<file path="config.mk">
export PLATFORM = sky130hd
export DESIGN_NAME = rename_credit_gate
export DESIGN_NICKNAME = d
export VERILOG_FILES = /design/src/rtl/rcg_pkg.sv /design/src/rtl/rcg_free_reg.sv /design/src/rtl/rcg_queue_credit.sv /design/src/rtl/rcg_slot_scan.sv /design/src/rtl/rcg_stall_fsm.sv /design/src/rtl/rename_credit_gate.sv
export SDC_FILE = /design/constraint.sdc
export NUM_CORES = 1
export LEC_CHECK = 0
export ABC_AREA = 1
export BUFFER_PORTS_ARGS = -buffer_cell sky130_fd_sc_hd__buf_2
export CORE_ASPECT_RATIO = 0.9
export CORE_UTILIZATION = 60
export DETAILED_ROUTE_END_ITERATION = 6
export GPL_ROUTABILITY_DRIVEN = 0
export PLACE_DENSITY = 0.79
export SYNTH_ARGS = -nofsm -noshare
export SYNTH_HDL_FRONTEND = slang
export SYNTH_SLANG_ARGS = --single-unit
</file>
<file path="constraint.sdc">
create_clock -name clk -period 13.3 [get_ports clk]
set_input_delay 1.995 -clock clk [delete_from_list [all_inputs] [get_ports clk]]
set_output_delay 1.995 -clock clk [all_outputs]
set_load 0.005 [all_outputs]
</file>
<file path="src/rtl/rcg_pkg.sv">
package rcg_pkg;

    typedef enum logic [2:0] {
        CZ_NONE = 3'd0,
        CZ_ROB  = 3'd1,
        CZ_IQ   = 3'd2,
        CZ_LQ   = 3'd3,
        CZ_SQ   = 3'd4
    } stall_cz_e;

    localparam int NUM_CAUSES = 4;

    function automatic int max_of4(input int a, input int b, input int c, input int d);
        int m;
        m = a;
        if (b > m) m = b;
        if (c > m) m = c;
        if (d > m) m = d;
        return m;
    endfunction

endpackage

</file>
<file path="src/rtl/rcg_free_reg.sv">
// Cached free-entry count; a valid report is used in its own cycle and latched.
module rcg_free_reg #(
    parameter int RW       = 6,
    parameter int RST_FREE = 8
) (
    input  logic          clk,
    input  logic          rst_n,
    input  logic          rpt_vld,
    input  logic [RW-1:0] rpt_free,
    output logic [RW-1:0] free_eff,
    output logic [RW-1:0] cached
);

    logic [RW-1:0] cache_q;

    always_ff @(posedge clk) begin
        if (!rst_n)
            cache_q <= RW'(RST_FREE);
        else if (rpt_vld)
            cache_q <= rpt_free;
    end

    assign free_eff = rpt_vld ? rpt_free : cache_q;
    assign cached   = cache_q;

endmodule

</file>
<file path="src/rtl/rcg_queue_credit.sv">
// Queue credit: cached free count minus instructions renamed but not dispatched.
module rcg_queue_credit #(
    parameter int RW       = 6,
    parameter int AW       = 3,
    parameter int RST_FREE = 7,
    localparam int CW      = RW + 2
) (
    input  logic                 clk,
    input  logic                 rst_n,
    input  logic                 rpt_vld,
    input  logic [RW-1:0]        rpt_free,
    input  logic [RW-1:0]        disp_cnt,
    input  logic [AW-1:0]        take_cnt,
    output logic signed [CW-1:0] room,
    output logic signed [CW-1:0] inflight,
    output logic [RW-1:0]        cached
);

    logic [RW-1:0]        free_eff;
    logic signed [CW-1:0] infl_q;
    logic signed [CW-1:0] free_s;
    logic signed [CW-1:0] disp_s;
    logic signed [CW-1:0] take_s;

    rcg_free_reg #(.RW(RW), .RST_FREE(RST_FREE)) u_free (
        .clk      (clk),
        .rst_n    (rst_n),
        .rpt_vld  (rpt_vld),
        .rpt_free (rpt_free),
        .free_eff (free_eff),
        .cached   (cached)
    );

    assign free_s = $signed({2'b00, free_eff});
    assign disp_s = $signed({2'b00, disp_cnt});
    assign take_s = $signed({{(CW-AW){1'b0}}, take_cnt});

    always_ff @(posedge clk) begin
        if (!rst_n)
            infl_q <= '0;
        else
            infl_q <= infl_q - disp_s + take_s;
    end

    assign room     = free_s - (infl_q - disp_s);
    assign inflight = infl_q;

endmodule

</file>
<file path="src/rtl/rcg_slot_scan.sv">
// In-order judgement of the group against ROB, IQ, LQ and SQ credit.
module rcg_slot_scan
    import rcg_pkg::*;
#(
    parameter int W  = 4,
    parameter int RW = 6,
    parameter int AW = 3,
    localparam int CW = RW + 2
) (
    input  logic [W-1:0]         slot_vld,
    input  logic [W-1:0]         slot_ld,
    input  logic [W-1:0]         slot_st,
    input  logic signed [CW-1:0] rob_room,
    input  logic signed [CW-1:0] iq_room,
    input  logic signed [CW-1:0] lq_room,
    input  logic signed [CW-1:0] sq_room,
    output logic [AW-1:0]        acc_cnt,
    output logic [AW-1:0]        ld_take,
    output logic [AW-1:0]        st_take,
    output stall_cz_e            cause
);

    always_comb begin
        logic                 open;
        logic signed [CW-1:0] rl;
        logic signed [CW-1:0] il;
        logic signed [CW-1:0] ll;
        logic signed [CW-1:0] sl;
        open    = 1'b1;
        rl      = rob_room;
        il      = iq_room;
        ll      = lq_room;
        sl      = sq_room;
        acc_cnt = '0;
        ld_take = '0;
        st_take = '0;
        cause   = CZ_NONE;
        for (int i = 0; i < W; i++) begin
            if (open) begin
                if (!slot_vld[i]) begin
                    open = 1'b0;
                end else if (rl <= 0 || il <= 0) begin
                    open  = 1'b0;
                    cause = (rl <= il) ? CZ_ROB : CZ_IQ;
                end else if (slot_ld[i] && ll <= 0) begin
                    open  = 1'b0;
                    cause = CZ_LQ;
                end else if (slot_st[i] && sl <= 0) begin
                    open  = 1'b0;
                    cause = CZ_SQ;
                end else begin
                    acc_cnt = acc_cnt + AW'(1);
                    rl      = rl - CW'(1);
                    il      = il - CW'(1);
                    if (slot_ld[i]) begin
                        ll      = ll - CW'(1);
                        ld_take = ld_take + AW'(1);
                    end
                    if (slot_st[i]) begin
                        sl      = sl - CW'(1);
                        st_take = st_take + AW'(1);
                    end
                end
            end
        end
    end

endmodule

</file>
<file path="src/rtl/rcg_stall_fsm.sv">
// State is the previous cycle's stall cause; entering a cause counts an event.
module rcg_stall_fsm
    import rcg_pkg::*;
#(
    parameter int EVW = 16
) (
    input  logic                              clk,
    input  logic                              rst_n,
    input  stall_cz_e                         cur_cause,
    output stall_cz_e                         prev_cause,
    output logic [NUM_CAUSES-1:0][EVW-1:0]    ev_cnt
);

    stall_cz_e             state_q;
    logic [NUM_CAUSES-1:0] bump;

    always_ff @(posedge clk) begin
        if (!rst_n)
            state_q <= CZ_NONE;
        else
            state_q <= cur_cause;
    end

    always_comb begin
        bump = '0;
        if (cur_cause != state_q) begin
            unique case (cur_cause)
                CZ_ROB:  bump[0] = 1'b1;
                CZ_IQ:   bump[1] = 1'b1;
                CZ_LQ:   bump[2] = 1'b1;
                CZ_SQ:   bump[3] = 1'b1;
                CZ_NONE: bump    = '0;
                default: bump    = '0;
            endcase
        end
    end

    for (genvar k = 0; k < NUM_CAUSES; k++) begin : g_ev
        logic [EVW-1:0] ev_q;
        always_ff @(posedge clk) begin
            if (!rst_n)
                ev_q <= '0;
            else if (bump[k])
                ev_q <= ev_q + EVW'(1);
        end
        assign ev_cnt[k] = ev_q;
    end

    assign prev_cause = state_q;

endmodule

</file>
<file path="src/rtl/rename_credit_gate.sv">
module rename_credit_gate
    import rcg_pkg::*;
#(
    parameter int W         = 4,
    parameter int LQ_DEPTH  = 8,
    parameter int SQ_DEPTH  = 8,
    parameter int ROB_DEPTH = 32,
    parameter int IQ_DEPTH  = 16,
    parameter int EVW       = 16,
    localparam int MAXD     = max_of4(LQ_DEPTH, SQ_DEPTH, ROB_DEPTH, IQ_DEPTH),
    localparam int RW       = $clog2(MAXD + 1),
    localparam int CW       = RW + 2,
    localparam int AW       = $clog2(W + 1)
) (
    input  logic                 clk,
    input  logic                 rst_n,
    input  logic [W-1:0]         slot_vld,
    input  logic [W-1:0]         slot_ld,
    input  logic [W-1:0]         slot_st,
    input  logic                 rob_rpt_vld,
    input  logic [RW-1:0]        rob_rpt_free,
    input  logic                 iq_rpt_vld,
    input  logic [RW-1:0]        iq_rpt_free,
    input  logic                 lsq_rpt_vld,
    input  logic [RW-1:0]        lq_rpt_free,
    input  logic [RW-1:0]        sq_rpt_free,
    input  logic [RW-1:0]        ld_disp_cnt,
    input  logic [RW-1:0]        st_disp_cnt,
    output logic [AW-1:0]        accept_cnt,
    output logic                 stall,
    output logic [2:0]           stall_cause,
    output logic                 lsq_dry,
    output logic signed [CW-1:0] lq_room,
    output logic signed [CW-1:0] sq_room,
    output logic [EVW-1:0]       ev_rob_cnt,
    output logic [EVW-1:0]       ev_iq_cnt,
    output logic [EVW-1:0]       ev_lq_cnt,
    output logic [EVW-1:0]       ev_sq_cnt
);

    // index 0 = load queue, index 1 = store queue
    logic [RW-1:0]        q_rpt    [2];
    logic [RW-1:0]        q_disp   [2];
    logic [AW-1:0]        q_take   [2];
    logic signed [CW-1:0] q_room   [2];
    logic signed [CW-1:0] q_infl   [2];
    logic [RW-1:0]        q_cached [2];

    logic [RW-1:0]        rob_eff, iq_eff, rob_cached, iq_cached;
    logic signed [CW-1:0] rob_room, iq_room;
    stall_cz_e            cur_cause, prev_cause;
    logic [NUM_CAUSES-1:0][EVW-1:0] ev_cnt;

    assign q_rpt[0]  = lq_rpt_free;
    assign q_rpt[1]  = sq_rpt_free;
    assign q_disp[0] = ld_disp_cnt;
    assign q_disp[1] = st_disp_cnt;

    for (genvar q = 0; q < 2; q++) begin : g_q
        rcg_queue_credit #(
            .RW       (RW),
            .AW       (AW),
            .RST_FREE ((q == 0) ? LQ_DEPTH - 1 : SQ_DEPTH - 1)
        ) u_credit (
            .clk      (clk),
            .rst_n    (rst_n),
            .rpt_vld  (lsq_rpt_vld),
            .rpt_free (q_rpt[q]),
            .disp_cnt (q_disp[q]),
            .take_cnt (q_take[q]),
            .room     (q_room[q]),
            .inflight (q_infl[q]),
            .cached   (q_cached[q])
        );
    end

    rcg_free_reg #(.RW(RW), .RST_FREE(ROB_DEPTH)) u_rob (
        .clk      (clk),
        .rst_n    (rst_n),
        .rpt_vld  (rob_rpt_vld),
        .rpt_free (rob_rpt_free),
        .free_eff (rob_eff),
        .cached   (rob_cached)
    );

    rcg_free_reg #(.RW(RW), .RST_FREE(IQ_DEPTH)) u_iq (
        .clk      (clk),
        .rst_n    (rst_n),
        .rpt_vld  (iq_rpt_vld),
        .rpt_free (iq_rpt_free),
        .free_eff (iq_eff),
        .cached   (iq_cached)
    );

    assign rob_room = $signed({2'b00, rob_eff});
    assign iq_room  = $signed({2'b00, iq_eff});

    rcg_slot_scan #(.W(W), .RW(RW), .AW(AW)) u_scan (
        .slot_vld (slot_vld),
        .slot_ld  (slot_ld),
        .slot_st  (slot_st),
        .rob_room (rob_room),
        .iq_room  (iq_room),
        .lq_room  (q_room[0]),
        .sq_room  (q_room[1]),
        .acc_cnt  (accept_cnt),
        .ld_take  (q_take[0]),
        .st_take  (q_take[1]),
        .cause    (cur_cause)
    );

    rcg_stall_fsm #(.EVW(EVW)) u_fsm (
        .clk        (clk),
        .rst_n      (rst_n),
        .cur_cause  (cur_cause),
        .prev_cause (prev_cause),
        .ev_cnt     (ev_cnt)
    );

    assign stall       = (cur_cause != CZ_NONE);
    assign stall_cause = cur_cause;
    assign lq_room     = q_room[0];
    assign sq_room     = q_room[1];
    assign lsq_dry     = (q_room[0] <= 0) && (q_room[1] <= 0);
    assign ev_rob_cnt  = ev_cnt[0];
    assign ev_iq_cnt   = ev_cnt[1];
    assign ev_lq_cnt   = ev_cnt[2];
    assign ev_sq_cnt   = ev_cnt[3];

endmodule

</file>
==> impl_metrics.yaml <==
clock_network:
  clock_tree.buffer_depth: 2
  cts_resized: 0
  tritoncts: "done"
  clk_root_buffer_cell: "sky130_fd_sc_hd__clkbuf_16"
  cts_num_sinks: 107
  clock_tree.htree_level_count: 3
  cts.repair_timing.setup_buffer_count: 0
  worst_skew_pair.late_latency_ns: 0.37
  clkTransAtPathRegs_ns: 0.09
  cts_made_buffers: 9
  cts_hold_buf: 0
timing:
  timing.setup.tns_ns: 0
  timing.final.max_slew_violations: 0
  whs_ns: 0.459
  fin_skew_ns: 0.0108
  final.min_clock_period_ns: 12.05
  fmax_mhz: 83.0
  finalSetupViolations: 0
  final-hold-violation-count: 0
  final_cycle_share_pct: 90.6
  worst_slew_pin_slew_ns: 1.16
  rsz0062_at_grt: "no"
  relSlewSlack_pct: 22.8
detailed_routing:
  detail_route.first_pass.iterations: 5
  routed_wire_length_per_instance_um: 13.7
  dr.first_iter.drc_count: 861
  totalWireLength_mm: 30.4
  num_vias: 12200
  post_drt_via_cell_ratio: 5.46
  drcViolationCount: 0
  final_antenna_net_count: 0
die:
  placeableCoreArea_mm2: 0.0184
  fp-row-count: 47
  top_level_i_o_count: 141
  fp.dieArea_mm2: 0.0194
  start_util_pct: 61.5
  dieHeight_um: 132
  floorplan.die.width_um: 147
worst_setup_path:
  crit_top_cell: "sky130_fd_sc_hd__nand2_1"
  critPathLaunch: "ld_disp_cnt[0]"
  worst_ep_arrival_time_ns: 10.05
  cp_slowest_cell: "sky130_fd_sc_hd__fa_1"
  end_kind: "output port"
  worst_ep_required_time_ns: 11.31
  critPathTopFamily: "simple AND/OR/NAND/NOR gates"
  critPathMaxFanout: 27
  critPathKind: "in2out"
  startpoint_type: "primary input"
  critical_path_buf_inv_count: 12
  worst_r2r_startpoint: "g_q[0].u_credit.inflight[0]"
  timing.critical_path.slowest_cell_delay_ns: 0.41
logic_synthesis:
  ys_async_sr_fraction_pct: 0
  synth_area_per_cell_um2: 6.10
  synth-edff-count: 0
  synthFlopType: "sky130_fd_sc_hd__dfxtp_1"
  yosys_warnings: 0
  yosys_register_bits: 107
  synth_area_mm2: 0.0113
  sequential_share_of_the_synthesized_area_pct: 18.9
  synth_fp_nets: 2003
  synthesis.instances: 1855
  synth_cell_type_count: 53
layout:
  mostFrequentLayoutCell: "sky130_fd_sc_hd__nand2_1"
  fillerInstances: 1710
  final_net_count: 2122
  most-common-layout-cells: "sky130_fd_sc_hd__nand2_1 (491), sky130_fd_sc_hd__inv_1 (261), sky130_fd_sc_hd__nand3_1 (203)"
  syn_to_final_growth_pct: 9.92
  fraction_of_layout_cells_with_a_size_suffix_above_1_pct: 13.6
place:
  place_hpwl_mm: 24.1
  numPortBuffers: 140
grt:
  groute.usage.overall_pct: 31.5
  grt_start_max_net_pins: 65
  globalRouteOverflowTotal: 0
  first_global_vias: 11100
  global_route_wire_length_before_repair_mm: 50.8
  antenna_found_initial: 4
flow_run:
  maxCapViolCount: 0
pwr:
  power_density_over_cell_area_mw_per_mm2: 224
  vdd.ir_drop.worst_uv: 149
  leakagePower_nw: 6.42
outcome:
  run_status: "completed"
hold_path:
  worst_hold_start: "g_q[1].u_credit.u_free.cached[2]"
  worstHoldPathType: "reg2reg"
[synthesized netlist by cell type (3+ instances only)]
library cell	count	area, um2
sky130_fd_sc_hd__nor4_1	4	25.0
sky130_fd_sc_hd__inv_2	17	63.8
sky130_fd_sc_hd__ha_1	89	1110
sky130_fd_sc_hd__nor2_2	15	93.8
sky130_fd_sc_hd__buf_2	5	25.0
sky130_fd_sc_hd__buf_6	8	90.1
sky130_fd_sc_hd__or2_2	6	37.5
sky130_fd_sc_hd__o21a_1	3	22.5
sky130_fd_sc_hd__o21ai_4	4	65.1
sky130_fd_sc_hd__nand3_1	204	1020
sky130_fd_sc_hd__clkbuf_1	10	37.5
sky130_fd_sc_hd__nand3_2	9	90.1
sky130_fd_sc_hd__inv_1	261	980
sky130_fd_sc_hd__nand4_1	40	250
sky130_fd_sc_hd__buf_4	10	75.1
sky130_fd_sc_hd__a21oi_1	109	546
sky130_fd_sc_hd__xor2_1	54	473
sky130_fd_sc_hd__nand2_4	9	101
sky130_fd_sc_hd__a31oi_1	4	25.0
sky130_fd_sc_hd__nor2_4	6	67.6
sky130_fd_sc_hd__o21ai_0	49	245
sky130_fd_sc_hd__o21ai_1	5	25.0
sky130_fd_sc_hd__nor3_1	37	185
sky130_fd_sc_hd__dfxtp_1	107	2140
sky130_fd_sc_hd__nor2_1	187	702
sky130_fd_sc_hd__a21oi_2	4	35.0
sky130_fd_sc_hd__nand2_1	491	1840
sky130_fd_sc_hd__nand2_2	32	200
sky130_fd_sc_hd__clkinv_1	3	11.3
sky130_fd_sc_hd__nor2_8	3	60.1
sky130_fd_sc_hd__or2_1	3	18.8
sky130_fd_sc_hd__fa_1	6	120
sky130_fd_sc_hd__xnor2_1	25	219
sky130_fd_sc_hd__mux2i_1	4	40.0
sky130_fd_sc_hd__nand3b_1	8	60.1
[state kept, by name (all words and copies together) (netlist names)]
signal and flops:
u_iq.cached 6, g_q.u_credit.inflight 16, g_q.u_credit.u_free.cached 12, u_fsm.g_ev.ev_q 64, u_rob.cached 6, u_fsm.prev_cause 3
[through the flow]
step / cells / utilization, % / setup slack, ns / power (mW) / area (um2)
after global routing: 2226 / 67.6 / 0.295 / 3.07 / 12400
final: 2227 / 67.6 / 1.25 / 2.79 / 12400
after global placement: 2208 / 65.9 / 1.69 / 2.43 / 12100
after detailed placement: 2208 / 65.9 / 1.45 / 2.46 / 12100
after floorplan: 1855 / - / 2.49 / 2.00 / 11300
after CTS: 2224 / 67.6 / 1.40 / 2.76 / 12400
[final timing paths]
path | endpoint | slack, ns | cells after the start
setup / recovery | stall | 1.25 | 58
hold / removal | g_q[1].u_credit.u_free.cached[2] | 0.46 | 2
setup reg to reg | u_fsm.g_ev[2].ev_q[4] | 3.56 | 61
hold reg to reg | g_q[1].u_credit.u_free.cached[2] | 0.46 | 2
[report_power, final]
| part | switching (mW) | internal, mW |
|---|---|---|
| registers | 0.0273 | 0.360 |
| clock network | 0.154 | 0.136 |
| logic | 1.46 | 0.644 |
[tightest hold or removal path: stages (launching register included)]
cell and delay [ns]:
sky130_fd_sc_hd__dfxtp_1 0.32, sky130_fd_sc_hd__nand2_1 0.06, sky130_fd_sc_hd__nand3_1 0.06
[per-layer routing]
metal / vias to the layer above / GRT usage [%] / wire [um]
li1: 6195 / - / -
met1: 5443 / 41.7 / 13600
met5: - / 0 / 8
met2: 449 / 51.3 / 13500
met3: 69 / 4.60 / 2310
met4: 2 / 12.7 / 991
[cells by family (layout without fill, tap and decap cells)]
family          Yosys count  in the layout  share of synthesized area (%)
flops                   107            107                           18.9
other cells               0              3                              0
fa+ha+maj                95             95                           10.9
simple gates           1064           1064                           42.9
buf+inv                 316            440                           11.4
mux                       4              4                          0.354
xor+xnor                 80             80                           6.25
compound gates          189            189                           9.34
[final cells by class]
class                   instances  area, um2  share of cell area [%]
inverters                     281       1050                    8.47
well taps                     245        307                    2.46
clock inverters                 7       91.3                   0.734
multi-input cells            1432       7900                    63.4
clock buffers                   9        225                    1.81
diodes                          3       7.51                  0.0603
flip-flops and latches        107       2140                    17.2
repair buffers                143        723                    5.81
Note: power is estimated with default switching activity, not from simulation.
